==> src/rtl/pwr_pkg.sv <==
package pwr_pkg;
  typedef enum logic [2:0] {
    ST_HIGH   = 3'd0,
    ST_MED    = 3'd1,
    ST_SUB    = 3'd2,
    ST_WATCH  = 3'd3,
    ST_SETTLE = 3'd4,
    ST_SUBDLY = 3'd5,
    ST_HSTBY  = 3'd6
  } pwr_state_t;

  localparam logic [2:0] MODE_HIGH  = 3'd0;
  localparam logic [2:0] MODE_MED   = 3'd1;
  localparam logic [2:0] MODE_SUB   = 3'd2;
  localparam logic [2:0] MODE_WATCH = 3'd3;
  localparam logic [2:0] MODE_HSTBY = 3'd4;

  typedef struct packed {
    logic       cpu_ce;
    logic       per_ce;
    logic       watch_ce;
    logic       adc_rst;
    logic [2:0] mode;
  } pwr_out_t;
endpackage

==> src/rtl/pwr_entry_check.sv <==
module pwr_entry_check #(
  parameter int DIV_W = 3
) (
  input  logic             ssby_i,
  input  logic             dton_i,
  input  logic             pss_i,
  input  logic [DIV_W-1:0] clkdiv_i,
  output logic             entry_ok_o
);
  always_comb begin
    entry_ok_o = ssby_i && !dton_i && pss_i && (clkdiv_i == '0);
  end
endmodule

==> src/rtl/pwr_wake_qual.sv <==
module pwr_wake_qual #(
  parameter int NWAKE   = 14,
  parameter int NMI_BIT = 1
) (
  input  logic [NWAKE-1:0] req_i,
  input  logic [NWAKE-1:0] en_i,
  input  logic             mask_i,
  output logic             hit_o
);
  logic [NWAKE-1:0] pass;

  for (genvar i = 0; i < NWAKE; i++) begin : g_src
    if (i == NMI_BIT) begin : g_nmi
      assign pass[i] = req_i[i] && en_i[i];
    end else begin : g_mskbl
      assign pass[i] = req_i[i] && en_i[i] && !mask_i;
    end
  end

  assign hit_o = |pass;
endmodule

==> src/rtl/pwr_settle_timer.sv <==
module pwr_settle_timer #(
  parameter int CW = 10
) (
  input  logic          clk,
  input  logic          rst,
  input  logic          load_i,
  input  logic [CW-1:0] load_val_i,
  output logic          zero_o
);
  logic [CW-1:0] cnt;

  always_ff @(posedge clk) begin
    if (rst) begin
      cnt <= '0;
    end else if (load_i) begin
      cnt <= load_val_i;
    end else if (cnt != '0) begin
      cnt <= cnt - CW'(1);
    end
  end

  assign zero_o = (cnt == '0);
endmodule

==> src/rtl/pwr_watch_ctrl.sv <==
module pwr_watch_ctrl
  import pwr_pkg::*;
#(
  parameter int NWAKE       = 14,
  parameter int NMI_BIT     = 1,
  parameter int DIV_W       = 3,
  parameter int SEL_W       = 3,
  parameter int SETTLE_BASE = 8,
  parameter int SUB_DLY     = 2
) (
  input  logic             clk,
  input  logic             rst,
  input  logic             stby_n_i,
  input  logic             sleep_req_i,
  input  logic             ssby_i,
  input  logic             dton_i,
  input  logic             pss_i,
  input  logic             lson_i,
  input  logic [DIV_W-1:0] clkdiv_i,
  input  logic [SEL_W-1:0] settle_sel_i,
  input  logic [NWAKE-1:0] wake_req_i,
  input  logic [NWAKE-1:0] wake_en_i,
  input  logic             cpu_mask_i,
  output logic             cpu_ce_o,
  output logic             per_ce_o,
  output logic             watch_ce_o,
  output logic             adc_rst_o,
  output logic [2:0]       mode_o,
  output logic             exc_start_o
);
  localparam int MAX_SETTLE = SETTLE_BASE << ((1 << SEL_W) - 1);
  localparam int CW         = $clog2(MAX_SETTLE);

  pwr_state_t    st, nxt;
  logic          entry_ok, wake_hit, tmr_zero, tmr_load, exc_nxt;
  logic [CW-1:0] tmr_val, settle_val, base_val;
  pwr_out_t      dec;

  pwr_entry_check #(.DIV_W(DIV_W)) u_entry (
    .ssby_i     (ssby_i),
    .dton_i     (dton_i),
    .pss_i      (pss_i),
    .clkdiv_i   (clkdiv_i),
    .entry_ok_o (entry_ok)
  );

  pwr_wake_qual #(.NWAKE(NWAKE), .NMI_BIT(NMI_BIT)) u_wake (
    .req_i  (wake_req_i),
    .en_i   (wake_en_i),
    .mask_i (cpu_mask_i),
    .hit_o  (wake_hit)
  );

  pwr_settle_timer #(.CW(CW)) u_tmr (
    .clk        (clk),
    .rst        (rst),
    .load_i     (tmr_load),
    .load_val_i (tmr_val),
    .zero_o     (tmr_zero)
  );

  assign base_val   = CW'(SETTLE_BASE);
  assign settle_val = (base_val << settle_sel_i) - CW'(1);

  always_comb begin
    nxt      = st;
    tmr_load = 1'b0;
    tmr_val  = settle_val;
    if (!stby_n_i) begin
      nxt = ST_HSTBY;
    end else begin
      unique case (st)
        ST_HIGH, ST_SUB: if (sleep_req_i && entry_ok) nxt = ST_WATCH;
        ST_WATCH: begin
          if (wake_hit) begin
            if (lson_i) begin
              nxt      = ST_SUBDLY;
              tmr_load = 1'b1;
              tmr_val  = CW'(SUB_DLY - 1);
            end else if (clkdiv_i != '0) begin
              nxt = ST_MED;
            end else begin
              nxt      = ST_SETTLE;
              tmr_load = 1'b1;
            end
          end
        end
        ST_SETTLE: if (tmr_zero) nxt = ST_HIGH;
        ST_SUBDLY: if (tmr_zero) nxt = ST_SUB;
        default:   nxt = st;
      endcase
    end
  end

  assign exc_nxt = (st == ST_SETTLE && nxt == ST_HIGH) ||
                   (st == ST_SUBDLY && nxt == ST_SUB)  ||
                   (st == ST_WATCH  && nxt == ST_MED);

  always_comb begin
    unique case (nxt)
      ST_HIGH:  dec = '{1'b1, 1'b1, 1'b1, 1'b0, MODE_HIGH};
      ST_MED:   dec = '{1'b1, 1'b1, 1'b1, 1'b0, MODE_MED};
      ST_SUB:   dec = '{1'b1, 1'b1, 1'b1, 1'b0, MODE_SUB};
      ST_HSTBY: dec = '{1'b0, 1'b0, 1'b0, 1'b1, MODE_HSTBY};
      default:  dec = '{1'b0, 1'b0, 1'b1, 1'b1, MODE_WATCH};
    endcase
  end

  always_ff @(posedge clk) begin
    if (rst) begin
      st          <= ST_HIGH;
      cpu_ce_o    <= 1'b1;
      per_ce_o    <= 1'b1;
      watch_ce_o  <= 1'b1;
      adc_rst_o   <= 1'b0;
      mode_o      <= MODE_HIGH;
      exc_start_o <= 1'b0;
    end else begin
      st          <= nxt;
      cpu_ce_o    <= dec.cpu_ce;
      per_ce_o    <= dec.per_ce;
      watch_ce_o  <= dec.watch_ce;
      adc_rst_o   <= dec.adc_rst;
      mode_o      <= dec.mode;
      exc_start_o <= exc_nxt;
    end
  end
endmodule

==> config.mk <==
export PLATFORM = sky130hd
export DESIGN_NAME = pwr_watch_ctrl
export DESIGN_NICKNAME = d
export VERILOG_FILES = /design/src/rtl/pwr_pkg.sv /design/src/rtl/pwr_entry_check.sv /design/src/rtl/pwr_wake_qual.sv /design/src/rtl/pwr_settle_timer.sv /design/src/rtl/pwr_watch_ctrl.sv
export SDC_FILE = /design/constraint.sdc
export NUM_CORES = 1
export LEC_CHECK = 0
export ABC_AREA = 1
export BUFFER_PORTS_ARGS = -buffer_cell sky130_fd_sc_hd__buf_2
export CAP_MARGIN = 0
export CORE_AREA = 4 4 56 58
export CTS_CLUSTER_DIAMETER = 30
export CTS_CLUSTER_SIZE = 16
export DETAILED_ROUTE_END_ITERATION = 8
export DIE_AREA = 0 0 60 62
export PLACE_DENSITY = 0.9
export REMOVE_ABC_BUFFERS = 1
export SLEW_MARGIN = 5
export SYNTH_ARGS = -nofsm -noshare
export SYNTH_HDL_FRONTEND = slang
export SYNTH_SLANG_ARGS = --single-unit
==> constraint.sdc <==
create_clock -name clk -period 4.2 [get_ports clk]
set_input_delay 1.26 -clock clk [delete_from_list [all_inputs] [get_ports clk]]
set_output_delay 1.26 -clock clk [all_outputs]
set_load 0.01 [all_outputs]
==> impl_metrics.json <==
{
  "status": "finished clean",
  "muxShareOfSynthArea": 0,
  "total_power_uw": 819,
  "crit_top_cell": "nor2_1",
  "drc_errors": 0,
  "regArea_sq_um": 400,
  "ios": 51,
  "crit_chain": "buf_2 -> nor2_1 -> nor2_1 -> nand2_1 -> nor2_2 -> nand2_2 -> nand4_2 -> nor2_2 -> inv_1 -> o21a_1 -> nor2_1",
  "cts_resized": 0,
  "die_height_um": 62,
  "via_per_inst": 4.95,
  "cts_hold_buf": 0,
  "synth_xor_area_frac": 0.0525,
  "path_max_fanout": 12,
  "grt_max_degree": 13,
  "final_nets": 313,
  "fmax_ghz": 0.412,
  "maxSlewHeadroom": 0.716,
  "hold_class": "flop to flop",
  "pwr-share-seq": 0.330,
  "die_w_um": 60,
  "multi_input_area_sq_um": 776,
  "synth_compound_area_frac": 0.117,
  "cts_max_path_buffers": 2,
  "p_sw_uw": 325,
  "yosysTopAreaCellShare": 0.300,
  "p_per_area_nw_per_um2": 493,
  "setup_violations": 0,
  "antenna_found_initial": 0,
  "cts_tree": "done",
  "yosysWarningCount": 0,
  "dp.cells": 293,
  "synth_cells": 214,
  "synthSimpleGateAreaFrac": 0.384,
  "max_stage_delay_ns": 0.33,
  "synthTopCellsByCount": "nand2_1, inv_1, nor2_1",
  "synth-edff-count": 0,
  "final-max-slew-violation-count": 0,
  "numCtsBuffers": 3,
  "port_buffers": 50,
  "cp.required_ns": 4.45,
  "synth-seq-cells": 20,
  "synthTopCellsByArea": "dfxtp_1, nand2_1, inv_1",
  "path_clk_slew_ns": 0.11,
  "synth_top_family_by_area": "simple AND/OR/NAND/NOR gates",
  "fin_tns_setup_ns": 0,
  "grt_pass1_vias": 1264,
  "layout.cells.non_filler": 297,
  "yosysTopAreaCell": "dfxtp_1",
  "dp_hpwl_um": 2440,
  "cts-root-buf": "clkbuf_4",
  "cp_slowest_cell": "nor2_2",
  "worstSetupPathType": "input pin to flop",
  "cts_setup_buffers": 0,
  "nFillCells": 277,
  "crit_path_end_kind": "flop",
  "synth_most_common_cell": "nand2_1",
  "intPower_uw": 494,
  "pwr-share-comb": 0.478,
  "sw_frac_of_total": 0.397,
  "syn_area_per_cell_sq_um": 6.23,
  "htree_levels": 1,
  "period_needed_ns": 2.43,
  "p_leak_uw": 0.000957,
  "rsz0062_at_grt": "false",
  "skew_ns": 0.000843,
  "first_iter_violations": 51,
  "start_util": 0.501,
  "via_count": 1471,
  "clkLatencyLatePin_ns": 0.30,
  "gp_congestion": 0.837,
  "cap_violations": 0,
  "hold_violations": 0,
  "period_share": 0.578,
  "synth_fa_ha_area_frac": 0.0281,
  "grt_pass1_wl_um": 4900,
  "synth_cell_types": 24,
  "synth-main-ff-cell": "dfxtp_1",
  "drt-total-wl_um": 3040,
  "syn_area_sq_um": 1330,
  "dpl_cell_area_sq_um": 1610,
  "ir_drop_mv": 0.339,
  "design_area_sq_um": 1660,
  "core-area_sq_um": 2660,
  "cts.sinks": 20,
  "dieArea_sq_um": 3720,
  "synth_async_sr_flop_share": 0,
  "grt_usage": 0.170,
  "grt-ovfl-total": 0,
  "start_kind": "input pin",
  "utilization": 0.624,
  "drive_gt1_frac": 0.274,
  "flow.area_growth_from_synthesis_pct": 24.5,
  "diodes": 0,
  "worstMarginPinSlew_ns": 0.423,
  "worstPathArrival_ns": 2.68,
  "rows": 19,
  "dr.pass1.iters": 5,
  "ys_seq_area_frac": 0.300,
  "wl_per_cell_um": 10.2,
  "ant_nets": 0,
  "pwr-share-clk": 0.192
}
-- routing by layer --
layer	vias to the layer above	part of all wire	GRT usage
li1	767	-	-
met1	632	0.40	0.193
met2	65	0.47	0.310
met3	7	0.11	0.0248
met4	0	0.018	0.0854
met5	-	0	0
-- layout by cell type (no fill, tap or decap) --
| cell | Yosys | final |
|---|---|---|
| ha_1 | 3 | 3 |
| o21ai_1 | 1 | 1 |
| dfxtp_1 | 20 | 20 |
| nor3_1 | 5 | 5 |
| bufinv_16 | 0 | 1 |
| inv_1 | 32 | 32 |
| nor2_1 | 30 | 30 |
| o21ai_0 | 10 | 10 |
| a21boi_1 | 1 | 1 |
| nand4_1 | 3 | 3 |
| nand2_1 | 55 | 55 |
| nand3_2 | 2 | 2 |
| inv_2 | 6 | 6 |
| nand3_1 | 12 | 12 |
| a21oi_1 | 9 | 9 |
| o22ai_1 | 1 | 1 |
| xor2_1 | 8 | 8 |
| o21a_1 | 1 | 1 |
| nand4_2 | 1 | 1 |
| nor2_2 | 5 | 5 |
| a22oi_1 | 1 | 1 |
| o21bai_4 | 1 | 1 |
| clkbuf_4 | 0 | 3 |
| buf_2 | 0 | 50 |
| nand2_2 | 4 | 4 |
| a32oi_1 | 1 | 1 |
-- critical path, delay by kind of cell --
family	cells	cell delay, ns
AOI/OAI and AO/OA	1	0.18
buffers and inverters	2	0.25
and+or+nand+nor	8	0.99
-- logic make-up (layout without fill, tap and decap cells) --
group | after synthesis | after routing
buffers and inverters | 40 | 92
AO/OA/AOI/OAI | 26 | 26
adder cells (fa/ha/maj) | 3 | 3
XOR/XNOR | 8 | 8
AND/OR/NAND/NOR | 117 | 117
flip-flops | 20 | 20
-- power groups by stage --
stage	Clock (uW)	Combinational (uW)	Sequential, uW
finish	157	391	270
global route	165	450	274
CTS	160	388	269
detailed placement	0	382	274
global placement	0	370	272
floorplan	0	290	273
-- final timing paths --
| check | from | end | slack, ns | cells past startpoint |
|---|---|---|---|---|
| worst min register to register | u_tmr.cnt[1] | u_tmr.cnt[1] | 0.64 | 2 |
| worst max-delay path | cpu_mask_i | u_tmr.cnt[4] | 1.77 | 11 |
| worst min-delay path | u_tmr.cnt[1] | u_tmr.cnt[1] | 0.64 | 2 |
| worst max register to register | u_tmr.cnt[0] | watch_ce_o | 2.43 | 13 |
-- flip-flops by register name, indices dropped and copies added (netlist names) --
signal and count:
u_tmr.cnt 10, adc_rst_o 1, st 3, mode_o 3, cpu_ce_o 1, exc_start_o 1, watch_ce_o 1
-- final cells by class --
class                      instances  area share
timing repair buffer              50       0.151
clock buffer                       3      0.0136
inverter                          38      0.0859
clock inverter                     1      0.0181
multi-input combinational        154       0.467
sequential                        20       0.241
tap                               31      0.0234
-- through the flow --
stage          setup slack [ns]  hold WS [ns]
2_1_floorplan              1.79         0.524
3_3_place_gp               1.53         0.587
3_5_place_dp               1.47         0.590
4_1_cts                    1.79         0.615
5_1_grt                    1.65         0.654
6_report                   1.77         0.637
Power figures use the tool's default switching activity.
